### config.mk
export PLATFORM = sky130hd
export DESIGN_NAME = wavesynth3
export DESIGN_NICKNAME = d
export VERILOG_FILES = /design/src/rtl/wsg_pkg.sv /design/src/rtl/wsg_regs.sv /design/src/rtl/wsg_phase.sv /design/src/rtl/wsg_mix.sv /design/src/rtl/wsg_pwm.sv /design/src/rtl/wavesynth3.sv
export SDC_FILE = /design/constraint.sdc
export NUM_CORES = 1
export LEC_CHECK = 0
export BUFFER_PORTS_ARGS = -buffer_cell sky130_fd_sc_hd__buf_2
export CAP_MARGIN = 20
export CORE_UTILIZATION = 35
export DETAILED_ROUTE_END_ITERATION = 12
export MAX_ROUTING_LAYER = met4
export PLACE_DENSITY_LB_ADDON = 0.05
export SLEW_MARGIN = 10
export SYNTH_ARGS = -nofsm -noshare
export SYNTH_HDL_FRONTEND = slang
export SYNTH_HIERARCHICAL = 1
export SYNTH_SLANG_ARGS = --single-unit
### constraint.sdc
create_clock -name clk -period 6.1 [get_ports clk]
set_input_delay 1.525 -clock clk [delete_from_list [all_inputs] [get_ports clk]]
set_output_delay 1.525 -clock clk [all_outputs]
set_load 0.005 [all_outputs]
### src/rtl/wsg_pkg.sv
package wsg_pkg;
  localparam int NUM_VOICES = 3;
  localparam int NIB_W      = 4;
  localparam int SLOT_W     = 3;
  typedef logic [NIB_W-1:0] nibble_t;
endpackage

### src/rtl/wsg_regs.sv
module wsg_regs
  import wsg_pkg::*;
#(
  parameter int NV       = NUM_VOICES,
  parameter int ACC_W    = 20,
  parameter int NARROW_W = 16,
  parameter int WAVE_W   = 3,
  parameter int VOL_W    = 4,
  parameter int ADDR_W   = 5
) (
  input  logic                          clk,
  input  logic                          rst,
  input  logic                          wr_en,
  input  logic [ADDR_W-1:0]             wr_addr,
  input  nibble_t                       wr_data,
  output logic [NV-1:0][ACC_W-1:0]      freq,
  output logic [NV-1:0][WAVE_W-1:0]     wave,
  output logic [NV-1:0][VOL_W-1:0]      vol
);
  localparam int WIDE_NIBS   = ACC_W / NIB_W;
  localparam int NARROW_NIBS = NARROW_W / NIB_W;
  localparam int WAVE_SLOT   = WIDE_NIBS;
  localparam int VOL_SLOT    = WIDE_NIBS + 1;
  localparam int SEL_W       = ADDR_W - SLOT_W;

  logic [SLOT_W-1:0] slot;
  logic [SEL_W-1:0]  vsel;
  assign slot = wr_addr[SLOT_W-1:0];
  assign vsel = wr_addr[ADDR_W-1:SLOT_W];

  for (genvar v = 0; v < NV; v++) begin : g_voice
    localparam int NIBS = (v == 0) ? WIDE_NIBS : NARROW_NIBS;
    logic              hit;
    logic [ACC_W-1:0]  f_q;
    logic [WAVE_W-1:0] w_q;
    logic [VOL_W-1:0]  v_q;

    assign hit = wr_en && (vsel == SEL_W'(v));

    always_ff @(posedge clk) begin
      if (rst) begin
        f_q <= '0;
        w_q <= '0;
        v_q <= '0;
      end else if (hit) begin
        for (int n = 0; n < NIBS; n++) begin
          if (slot == SLOT_W'(n)) f_q[n*NIB_W +: NIB_W] <= wr_data;
        end
        if (slot == SLOT_W'(WAVE_SLOT)) w_q <= wr_data[WAVE_W-1:0];
        if (slot == SLOT_W'(VOL_SLOT))  v_q <= wr_data[VOL_W-1:0];
      end
    end

    assign freq[v] = f_q;
    assign wave[v] = w_q;
    assign vol[v]  = v_q;
  end
endmodule

### src/rtl/wsg_phase.sv
module wsg_phase #(
  parameter int NV       = 3,
  parameter int ACC_W    = 20,
  parameter int WAVE_W   = 3,
  parameter int PH_W     = 5,
  parameter int TICK_DIV = 1042
) (
  input  logic                          clk,
  input  logic                          rst,
  input  logic [NV-1:0][ACC_W-1:0]      freq,
  input  logic [NV-1:0][WAVE_W-1:0]     wave,
  output logic                          rom_rd,
  output logic [WAVE_W+PH_W-1:0]        rom_addr,
  output logic [$clog2(NV)-1:0]         rd_vid
);
  localparam int DIV_W = $clog2(TICK_DIV);
  localparam int VID_W = $clog2(NV);

  logic [DIV_W-1:0]           div_cnt;
  logic                       tick;
  logic [NV-1:0][ACC_W-1:0]   acc;
  logic                       active;
  logic [VID_W-1:0]           vsel;

  assign tick = (div_cnt == DIV_W'(TICK_DIV - 1));

  always_ff @(posedge clk) begin
    if (rst || tick) div_cnt <= '0;
    else             div_cnt <= div_cnt + 1'b1;
  end

  for (genvar v = 0; v < NV; v++) begin : g_acc
    logic [ACC_W-1:0] acc_q;
    always_ff @(posedge clk) begin
      if (rst)       acc_q <= '0;
      else if (tick) acc_q <= acc_q + freq[v];
    end
    assign acc[v] = acc_q;
  end

  always_ff @(posedge clk) begin
    if (rst) begin
      active   <= 1'b0;
      vsel     <= '0;
      rom_rd   <= 1'b0;
      rom_addr <= '0;
      rd_vid   <= '0;
    end else begin
      rom_rd   <= active;
      rom_addr <= {wave[vsel], acc[vsel][ACC_W-1 -: PH_W]};
      rd_vid   <= vsel;
      if (tick) begin
        active <= 1'b1;
        vsel   <= '0;
      end else if (active) begin
        if (vsel == VID_W'(NV - 1)) active <= 1'b0;
        else                        vsel   <= vsel + 1'b1;
      end
    end
  end
endmodule

### src/rtl/wsg_mix.sv
module wsg_mix #(
  parameter int NV     = 3,
  parameter int VOL_W  = 4,
  parameter int SMP_W  = 4,
  parameter int DATA_W = 8,
  parameter int LVL_W  = 8,
  parameter int SHIFT  = 2
) (
  input  logic                        clk,
  input  logic                        rst,
  input  logic                        rd_in,
  input  logic [$clog2(NV)-1:0]       vid_in,
  input  logic [DATA_W-1:0]           rom_data,
  input  logic [NV-1:0][VOL_W-1:0]    vol,
  output logic [LVL_W-1:0]            level,
  output logic                        mix_go
);
  localparam int VID_W   = $clog2(NV);
  localparam int MIX_W   = SMP_W + VOL_W + VID_W + 1 + SHIFT;
  localparam int LVL_MAX = (1 << LVL_W) - 1;

  logic                       rd_d1;
  logic [VID_W-1:0]           vid_d1;
  logic [NV-1:0][SMP_W-1:0]   smp_q;
  logic [MIX_W-1:0]           mix_sum;
  logic                       unused_hi;

  assign unused_hi = ^rom_data[DATA_W-1:SMP_W];

  always_ff @(posedge clk) begin
    if (rst) begin
      rd_d1  <= 1'b0;
      vid_d1 <= '0;
      smp_q  <= '0;
      mix_go <= 1'b0;
    end else begin
      rd_d1  <= rd_in;
      vid_d1 <= vid_in;
      mix_go <= rd_d1 && (vid_d1 == VID_W'(NV - 1));
      for (int v = 0; v < NV; v++) begin
        if (rd_d1 && (vid_d1 == VID_W'(v))) smp_q[v] <= rom_data[SMP_W-1:0];
      end
    end
  end

  always_comb begin
    mix_sum = '0;
    for (int v = 0; v < NV; v++) begin
      mix_sum = mix_sum + MIX_W'(smp_q[v]) * MIX_W'(vol[v]);
    end
    mix_sum = mix_sum << SHIFT;
  end

  always_ff @(posedge clk) begin
    if (rst)         level <= '0;
    else if (mix_go) level <= (mix_sum > MIX_W'(LVL_MAX)) ? '1 : mix_sum[LVL_W-1:0];
  end
endmodule

### src/rtl/wsg_pwm.sv
module wsg_pwm #(
  parameter int LVL_W = 8
) (
  input  logic             clk,
  input  logic             rst,
  input  logic [LVL_W-1:0] level,
  output logic             pwm_out
);
  logic [LVL_W-1:0] cnt;

  always_ff @(posedge clk) begin
    if (rst) begin
      cnt     <= '0;
      pwm_out <= 1'b0;
    end else begin
      cnt     <= cnt + 1'b1;
      pwm_out <= (cnt < level);
    end
  end
endmodule

### src/rtl/wavesynth3.sv
module wavesynth3
  import wsg_pkg::*;
#(
  parameter int TICK_DIV = 1042,
  parameter int ACC_W    = 20,
  parameter int NARROW_W = 16,
  parameter int WAVE_W   = 3,
  parameter int VOL_W    = 4,
  parameter int PH_W     = 5,
  parameter int SMP_W    = 4,
  parameter int DATA_W   = 8,
  parameter int LVL_W    = 8,
  parameter int ADDR_W   = 5,
  localparam int RA_W    = WAVE_W + PH_W,
  localparam int NV      = NUM_VOICES
) (
  input  logic              clk,
  input  logic              rst,
  input  logic              wr_en,
  input  logic [ADDR_W-1:0] wr_addr,
  input  logic [NIB_W-1:0]  wr_data,
  output logic              rom_rd,
  output logic [RA_W-1:0]   rom_addr,
  input  logic [DATA_W-1:0] rom_data,
  output logic              pwm_out
);
  logic [NV-1:0][ACC_W-1:0]  freq_all;
  logic [NV-1:0][WAVE_W-1:0] wave_all;
  logic [NV-1:0][VOL_W-1:0]  vol_all;
  logic [$clog2(NV)-1:0]     rd_vid;
  logic [LVL_W-1:0]          level_q;
  logic                      mix_go;

  wsg_regs #(
    .NV(NV), .ACC_W(ACC_W), .NARROW_W(NARROW_W),
    .WAVE_W(WAVE_W), .VOL_W(VOL_W), .ADDR_W(ADDR_W)
  ) u_regs (
    .clk(clk), .rst(rst), .wr_en(wr_en), .wr_addr(wr_addr), .wr_data(wr_data),
    .freq(freq_all), .wave(wave_all), .vol(vol_all)
  );

  wsg_phase #(
    .NV(NV), .ACC_W(ACC_W), .WAVE_W(WAVE_W), .PH_W(PH_W), .TICK_DIV(TICK_DIV)
  ) u_phase (
    .clk(clk), .rst(rst), .freq(freq_all), .wave(wave_all),
    .rom_rd(rom_rd), .rom_addr(rom_addr), .rd_vid(rd_vid)
  );

  wsg_mix #(
    .NV(NV), .VOL_W(VOL_W), .SMP_W(SMP_W), .DATA_W(DATA_W), .LVL_W(LVL_W), .SHIFT(2)
  ) u_mix (
    .clk(clk), .rst(rst), .rd_in(rom_rd), .vid_in(rd_vid), .rom_data(rom_data),
    .vol(vol_all), .level(level_q), .mix_go(mix_go)
  );

  wsg_pwm #(.LVL_W(LVL_W)) u_pwm (
    .clk(clk), .rst(rst), .level(level_q), .pwm_out(pwm_out)
  );
endmodule

==> metrics.md, run 1 <==
| Metric | Value |
|---|---|
| Result of the run | `complete, no violations` |
| Number of synthesized flops with an enable pin | `0` |
| Worst voltage drop across the vdd grid | `approximately 0.00018 V` |
| Placeable core area | `32870 um2` |
| Crit share post-route | `0.9348` |
| Part of the total power dissipated in combinational logic | `0.039` |
| Tot Pwr | `2.514 mW` |
| Setup clock skew after layout | `0.01763 ns` |
| Total Die Area | `~35000 um2` |
| Final core utilization | `0.3939` |
| Wire length of the first global-routing pass | `45770 um` |
| Count of final hold-check violations | `0` |
| Total global routing overflow | `0` |
| Post-layout net count | `1482` |
| Cell type with the highest aggregate area in the netlist | `sky130_fd_sc_hd__dfxtp_1` |
| CTS root buffer | `sky130_fd_sc_hd__clkbuf_16` |
| Fraction of the yosys area taken by sequential cells | `0.3214` |
| Antenna Nets Post-Route | `0` |
| CTS tree | `yes` |
| Design internal power | `1.874 mW` |
| Drt drc | `0` |
| Setup repair after global routing missed its margin | `no` |
| Data required time of the critical path | `around 6.4 ns` |
| Transition at the pin with the smallest max-transition slack | `roughly 1.1 ns` |
| Final setup violation count | `0` |
| Maxcap violations | `0` |
| Most common cell in the netlist | `sky130_fd_sc_hd__dfxtp_1` |
| Maximum clock path buffer count | `2` |
| End point of the critical path | `u_mix/level[6]` |
| Crit path arrival time | `between 6 and 7 ns` |
| Routed wire per std cell | `roughly 16 um` |
| Launching instance or port of the critical path | `u_regs/g_voice[1].v_q[3]` |
| Pin count of the biggest net entering global routing | `120` |
| Post-Route WL | `27800 um` |
| Minimum setup slack after placement | `0.3319 ns` |
| Avg Inst Size Synth | `8.898 um2` |
| GP Congestion | `0.8027` |
| Number of input and output port buffers inserted | `25` |
| Clock-pin slew of the registers on the worst-case setup and hold paths | `0.08 ns` |
| Number of clock buffers inserted by TritonCTS | `17` |
| Remaining max-slew budget at the tightest pin | `0.2840` |
| Number of iterations in the first detailed-routing pass | `4` |
| Fraction of synthesis flops using an asynchronous set or reset pin | `0` |
| Static leakage | `5.826 nW` |
| Main area contributors after synthesis | `sky130_fd_sc_hd__dfxtp_1 (32%), sky130_fd_sc_hd__ha_1 (11%), sky130_fd_sc_hd__mux2i_1 (8.0%), sky130_fd_sc_hd__fa_1 (5.1%), sky130_fd_sc_hd__nand2b_1 (4.3%)` |
| Count of routing violations after the opening detailed-route iteration | `388` |
| Number of distinct library cells after synthesis | `84` |
| Number of antenna violations at the first check in global routing | `0` |
| Worst min path class | `reg2reg` |
| Highest Clock Rate | `175.4 MHz` |
| Insertion delay of the later-clocked pin in the worst-skew pair | `0.45 ns` |
| Sw Pwr | `around 0.64 mW` |
| Reg-to-reg endpoint | `u_mix/level[6]` |
| Flops & latches, synth | `190` |
| Clock group share of total power | `0.463` |
| Number of buffers inserted by post-CTS setup repair | `0` |
| Count of H-tree levels built during CTS | `4` |
| Share of Yosys cell area claimed by the top area cell type | `0.3214` |
| Vias in the first global route | `slightly below 9000` |
| Initial core utilization | `0.3601` |
| Die H | `185.9 um` |
| Post-synthesis cell count | `1330` |
| Average via count per standard cell | `4.942` |
| Register-to-register path setup slack | `a little under 0.4 ns` |
| Most used flip-flop cell after synthesis | `sky130_fd_sc_hd__dfxtp_1` |
| Fin worst setup slack | `0.3980 ns` |
| Sequential share of power | `0.499` |
| Power per cell area | `194.2 nW/um2` |
| # hold bufs at CTS | `0` |
| CTS Sinks | `between 150 and 200` |
| Worst reg-to-reg path cell count | `20` |
| Number of I/O pins | `30` |
| Post-Route Setup TNS | `0 ns` |
| Total track usage | `0.1762` |
| Worst Setup Path Type | `reg2reg` |
| Share of final-layout standard cells stronger than drive strength 1 | `0.07549` |
| Sw frac | `0.2547` |
| Reg-to-Reg Start | `u_regs/g_voice[1].v_q[3]` |
| Worst Setup Start Kind | `flip-flop` |
| HPWL after detailed placement | `19620 um` |
| Crit path max fanout | `5` |
| Number of inserted diodes | `0` |
| Post-layout min period | `around 5.7 ns` |
| Type of destination of the critical path | `flip-flop` |
| Chip Width | `~190 um` |
| Standard-cell row count | `66` |
| Most used standard cells in the synthesized netlist | `sky130_fd_sc_hd__dfxtp_1 (190), sky130_fd_sc_hd__nand2_1 (129), sky130_fd_sc_hd__ha_1 (107)` |
| Number of max-slew violations in the final report | `0` |
| Layout overhead on the synthesized area | `9.389%` |
| Total vias in the final route | `8797` |
| Yosys warning count | `6` |
| Syn Std Cell Area | `roughly 12000 um2` |
-- sequential cells by signal, indices dropped and copies added (netlist names), 7 cells and up --
name and flops:
u_mix/level 7, u_mix/smp_q 12, u_phase/div_cnt 11, u_phase/g_acc.acc_q 60, u_phase/rom_addr 8, u_pwm/cnt 8, u_regs/g_voice.f_q 52, u_regs/g_voice.v_q 12
u_regs/g_voice.w_q 9
-- cell families after synthesis --
logic type | count (synthesis) | share of synthesized area
other | 1 | 0.0003169
buffers and inverters | 140 | 0.04874
adder cells (fa/ha/maj) | 137 | 0.1639
AND/OR/NAND/NOR | 465 | 0.2045
AO/OA/AOI/OAI | 243 | 0.1370
multiplexers | 95 | 0.08046
XOR/XNOR | 59 | 0.04367
flip-flops | 190 | 0.3214
-- stage by stage --
step | cells | cell area (um2) | hold slack [ns]
after detailed placement | 1748 | 12320 | 0.4313
after floorplan | 1337 | 11860 | 0.4138
after global placement | 1748 | 12320 | 0.4204
final | 1780 | 12940 | 0.4477
after global routing | 1780 | 12940 | 0.4710
after CTS | 1780 | 12940 | 0.4533
-- worst max-delay path: stages, from the launching register on --
cell and delay (ns):
sky130_fd_sc_hd__dfxtp_1 0.40, sky130_fd_sc_hd__nand2_1 0.10, sky130_fd_sc_hd__fa_1 0.52, sky130_fd_sc_hd__fa_1 0.55
sky130_fd_sc_hd__inv_1 0.06, sky130_fd_sc_hd__fa_1 0.53, sky130_fd_sc_hd__inv_1 0.05, sky130_fd_sc_hd__fa_1 0.59
sky130_fd_sc_hd__inv_1 0.06, sky130_fd_sc_hd__ha_1 0.29, sky130_fd_sc_hd__a21oi_1 0.20, sky130_fd_sc_hd__nor2b_1 0.06
sky130_fd_sc_hd__nor2_1 0.11, sky130_fd_sc_hd__xor2_1 0.09, sky130_fd_sc_hd__fa_1 0.48, sky130_fd_sc_hd__inv_1 0.04
sky130_fd_sc_hd__ha_1 0.34, sky130_fd_sc_hd__o211ai_2 0.13, sky130_fd_sc_hd__or4_4 0.52, sky130_fd_sc_hd__a211oi_4 0.32
sky130_fd_sc_hd__a211oi_1 0.12
-- routing by layer --
| layer | part of all wire | wire (um) | vias to the layer above | GRT usage |
|---|---|---|---|---|
| met3 | 0.020 | 546 | 20 | 0.02446 |
| met4 | 0.011 | 316 | 0 | 0.04754 |
| met2 | 0.48 | 13430 | 66 | 0.2978 |
| met1 | 0.49 | 13500 | 4138 | 0.2190 |
| met5 | 0 | 0 | - | - |
| li1 | - | - | 4573 | - |
-- cell type report --
cell class / instances / area [um2]
clock buffers: 17 / 425.4
clock inverters: 15 / 192.7
inverters: 77 / 289.0
flip-flops and latches: 190 / 3804
fillers: 3449 / 19920
well taps: 442 / 553.0
multi-input cells: 1007 / 7488
repair buffers: 32 / 192.7
-- power by group through the flow --
| stage | Sequential, mW | Clock [mW] | Combinational, mW |
|---|---|---|---|
| final | 1.25 | 1.16 | 0.0971 |
| after CTS | 1.25 | 1.22 | 0.0999 |
| after global placement | 1.28 | 0 | 0.0991 |
| after floorplan | 1.28 | 0 | 0.0656 |
| after detailed placement | 1.28 | 0 | 0.0995 |
| after global routing | 1.25 | 1.27 | 0.108 |
-- cells in the final DEF, fill, tap and decap left out, drive strengths merged, types with 8 or more instances in the layout --
cell type	instances
a31oi	12
ha	107
nor2	94
xor2	26
clkbuf	17
nor3	8
nand4	14
dfxtp	190
nand3	36
a211oi	22
fa	30
xnor2	33
and2	37
nand2b	81
o211ai	8
inv	85
o21ai	41
buf	32
conb	8
mux2i	94
nor2b	16
a21o	22
o21bai	12
a21oi	91
nand2	130
-- worst min path at each step --
stage,from,end,cells after the start
6_report,u_phase/rd_vid[1],u_mix/vid_d1[1],1
5_1_grt,u_phase/rd_vid[0],u_mix/vid_d1[0],1
4_1_cts,u_phase/rd_vid[1],u_mix/vid_d1[1],1
3_5_place_dp,u_phase/rd_vid[1],u_mix/vid_d1[1],1
3_3_place_gp,u_phase/rd_vid[0],u_mix/vid_d1[0],1
2_1_floorplan,u_phase/rd_vid[0],u_mix/vid_d1[0],1
-- what timing repair did --
item,CTS,global route
resized for setup,0,1
hold endpoints to repair,0,0
endpoints found under the setup margin,0,3
Power figures use the tool's default switching activity.
==> run 2: changes to the inputs <==
- CELL_PAD_IN_SITES_DETAIL_PLACEMENT: default -> 1
- CELL_PAD_IN_SITES_GLOBAL_PLACEMENT: default -> 2
- PLACE_DENSITY_LB_ADDON: 0.05 -> 0.1
==> run 2 against run 1 <==
Sequential share of layout area hardly changed; largest cell class unchanged; cell area hardly changed; clock skew is 0.0051 ns lower; first-iteration DRC count is 15% lower; clock-buffer cell count is 2 higher; register-to-register slack worse by 0.04 ns; combinational power hardly changed; sequential power hardly changed; sequential cell count stayed put.
==> metrics.md, run 2 (synthesized netlist as in run 1, its figures left out) <==
| Metric | Value |
|---|---|
| Result of the run | `complete, no violations (unchanged)` |
| Data required time of the critical path | `6.40 ns (about the same)` |
| Highest Clock Rate | `174.3 MHz (was 175.4 MHz)` |
| Largest register by flop count | `u_phase/g_acc.acc_q (unchanged)` |
| Filler Cell Count | `3881 (was 3449)` |
| Number of I/O pins | `30 (unchanged)` |
| Vias in the first global route | `9637 (was 8746)` |
| Sw Pwr | `0.6194 mW (was 0.6402 mW)` |
| Post-layout net count | `1487 (was 1482)` |
| Number of buffers inserted by post-CTS setup repair | `0 (unchanged)` |
| Pin count of the biggest net entering global routing | `60 (was 120)` |
| Transition at the pin with the smallest max-transition slack | `0.9232 ns (was 1.074 ns)` |
| Tot Pwr | `2.460 mW (was 2.514 mW)` |
| Largest register FFs | `60 (unchanged)` |
| Initial core utilization | `0.3601 (unchanged)` |
| CTS Sinks | `190 (unchanged)` |
| Number of iterations in the first detailed-routing pass | `4 (unchanged)` |
| Worst hold slack | `0.4510 ns (was 0.4477 ns)` |
| Crit path max fanout | `5 (unchanged)` |
| Placeable core area | `32870 um2 (unchanged)` |
| Clock-pin slew of the registers on the worst-case setup and hold paths | `0.08 ns (about the same)` |
| Drt drc | `0 (unchanged)` |
| Total track usage | `0.1922 (was 0.1762)` |
| Wire length of the first global-routing pass | `50090 um (was 45770 um)` |
| Crit share post-route | `0.9405 (was 0.9348)` |
| Setup repair after global routing missed its margin | `no (unchanged)` |
| Count of routing violations after the opening detailed-route iteration | `330 (was 388)` |
| Post-Route Setup TNS | `0 ns (unchanged)` |
| Remaining max-slew budget at the tightest pin | `0.3833 (was 0.2840)` |
| Layout overhead on the synthesized area | `9.283% (was 9.389%)` |
| Total vias in the final route | `9083 (was 8797)` |
| Maximum clock path buffer count | `2 (unchanged)` |
| Number of input and output port buffers inserted | `25 (unchanged)` |
| Setup clock skew after layout | `0.01258 ns (was 0.01763 ns)` |
| Die H | `185.9 um (unchanged)` |
| Share of final-layout standard cells stronger than drive strength 1 | `0.07893 (was 0.07549)` |
| Critical-path top delay cell | `sky130_fd_sc_hd__fa_1 (unchanged)` |
| Largest delay share family, worst path | `adder cells (unchanged)` |
| CTS tree | `yes (unchanged)` |
| Cell with the most instances on the worst path | `sky130_fd_sc_hd__fa_1 (unchanged)` |
| Worst Setup Path Type | `reg2reg (unchanged)` |
| Antenna Nets Post-Route | `0 (unchanged)` |
| Total global routing overflow | `0 (unchanged)` |
| Top library cells by usage in the layout, fill and taps aside | `sky130_fd_sc_hd__dfxtp_1 (190), sky130_fd_sc_hd__nand2_1 (129), sky130_fd_sc_hd__ha_1 (107) (unchanged)` |
| Clock group share of total power | `0.450 (was 0.463)` |
| Final setup violation count | `0 (unchanged)` |
| HPWL after detailed placement | `22240 um (was 19620 um)` |
| Sequential share of power | `0.510 (was 0.499)` |
| Largest registers | `u_phase/g_acc.acc_q: 60 flops, u_regs/g_voice.f_q: 52 flops (unchanged)` |
| Crit path arrival time | `6.04 ns (was 6.01 ns)` |
| Insertion delay of the later-clocked pin in the worst-skew pair | `0.45 ns (about the same)` |
| Number of inserted diodes | `0 (unchanged)` |
| Standard-cell row count | `66 (unchanged)` |
| Type of destination of the critical path | `flip-flop (unchanged)` |
| GP Congestion | `0.7890 (was 0.8027)` |
| Final core utilization | `0.3935 (was 0.3939)` |
| Average via count per standard cell | `5.089 (was 4.942)` |
| CTS root buffer | `sky130_fd_sc_hd__clkbuf_16 (unchanged)` |
| Number of clock buffers inserted by TritonCTS | `17 (unchanged)` |
| Post-layout min period | `5.737 ns (was 5.702 ns)` |
| Design internal power | `1.840 mW (was 1.874 mW)` |
| Sw frac | `0.2518 (was 0.2547)` |
| Part of the total power dissipated in combinational logic | `0.041 (was 0.039)` |
| Static leakage | `5.824 nW (was 5.826 nW)` |
| Worst Setup Start Kind | `flip-flop (unchanged)` |
| Post-Route WL | `30520 um (was 27800 um)` |
| Total Die Area | `34550 um2 (unchanged)` |
| Routed wire per std cell | `17.10 um (was 15.62 um)` |
| Cell chain of the critical path | `nand2_1, fa_1, fa_1, inv_1, fa_1, inv_1, fa_1, inv_1, ha_1, a21oi_1, nor2b_1, nor2_1, xor2_1, fa_1, inv_1, ha_1, o211ai_2, or4_4, a211oi_4, a211oi_1 (unchanged)` |
| Count of H-tree levels built during CTS | `4 (unchanged)` |
| Chip Width | `185.9 um (unchanged)` |
| Most frequent standard cell in the layout excluding fill and tap cells | `sky130_fd_sc_hd__dfxtp_1 (unchanged)` |
| Number of antenna violations at the first check in global routing | `0 (unchanged)` |
| Longest individual stage delay on the worst path | `0.59 ns (about the same)` |
| Worst voltage drop across the vdd grid | `0.0002030 V (was 0.0001826 V)` |
| Worst min path class | `reg2reg (unchanged)` |
| Maxcap violations | `0 (unchanged)` |
| Count of final hold-check violations | `0 (unchanged)` |
| Number of max-slew violations in the final report | `0 (unchanged)` |
| Buf/Inv on CP | `4 (unchanged)` |
| Power per cell area | `190.2 nW/um2 (was 194.2 nW/um2)` |
run 2: area by class of cell:
cell class | instances | area [um2] | area share
Tap cell | 442 | 553.0 | 0.04276
Clock inverter | 13 | 121.4 | 0.009385
Inverter | 77 | 289.0 | 0.02235
Timing Repair Buffer | 37 | 225.2 | 0.01741
Clock buffer | 19 | 452.9 | 0.03502
Sequential cell | 190 | 3804 | 0.2941
Multi-Input combinational cell | 1007 | 7487 | 0.5789
run 2: through the flow:
| step | instances | area (um2) | worst slack, ns |
|---|---|---|---|
| 4_1_cts | 1784 | 12910 | 0.3173 |
| 6_report | 1785 | 12930 | 0.3627 |
| 3_3_place_gp | 1752 | 12340 | 0.3912 |
| 5_1_grt | 1785 | 12930 | 0.007911 |
| 2_1_floorplan | 1337 | 11860 | 0.7611 |
| 3_5_place_dp | 1752 | 12340 | 0.3186 |
run 2: worst reg2reg max path, delay by kind of cell, from the launching register on:
kind | cells | cell delay [ns]
adders and majority gates | 7 | 3.29
xor gates and xnor gates | 1 | 0.10
AOI/OAI and AO/OA | 4 | 0.79
and+or+nand+nor | 4 | 0.80
buffers and inverters | 4 | 0.22
DFF | 1 | 0.42
run 2: worst paths after layout:
kind                     end  depth (start not counted)                startpoint  slack (ns)
max           u_mix/level[7]                         20  u_regs/g_voice[1].v_q[2]        0.36
min          u_mix/vid_d1[1]                          1         u_phase/rd_vid[1]        0.45
max reg2reg   u_mix/level[7]                         20  u_regs/g_voice[1].v_q[2]        0.36
min reg2reg  u_mix/vid_d1[1]                          1         u_phase/rd_vid[1]        0.45
run 2: layer usage:
metal	track usage	up-vias	wire, um
li1	-	4571	-
met1	0.2321	4431	14780
met2	0.3321	55	14840
met3	0.02504	26	409
met4	0.05738	0	488
met5	-	-	0
run 2: what timing repair did:
action                     4_1_cts  5_1_grt
gates resized for setup          0        1
hold buffers                     0        0
setup endpoints to repair        0        3
run 2: power by group through the flow:
stage / combinational, mW / sequential (mW) / clock, mW
2_1_floorplan: 0.0656 / 1.28 / 0
3_3_place_gp: 0.100 / 1.28 / 0
3_5_place_dp: 0.102 / 1.28 / 0
4_1_cts: 0.102 / 1.25 / 1.15
5_1_grt: 0.111 / 1.26 / 1.19
6_report: 0.100 / 1.25 / 1.11
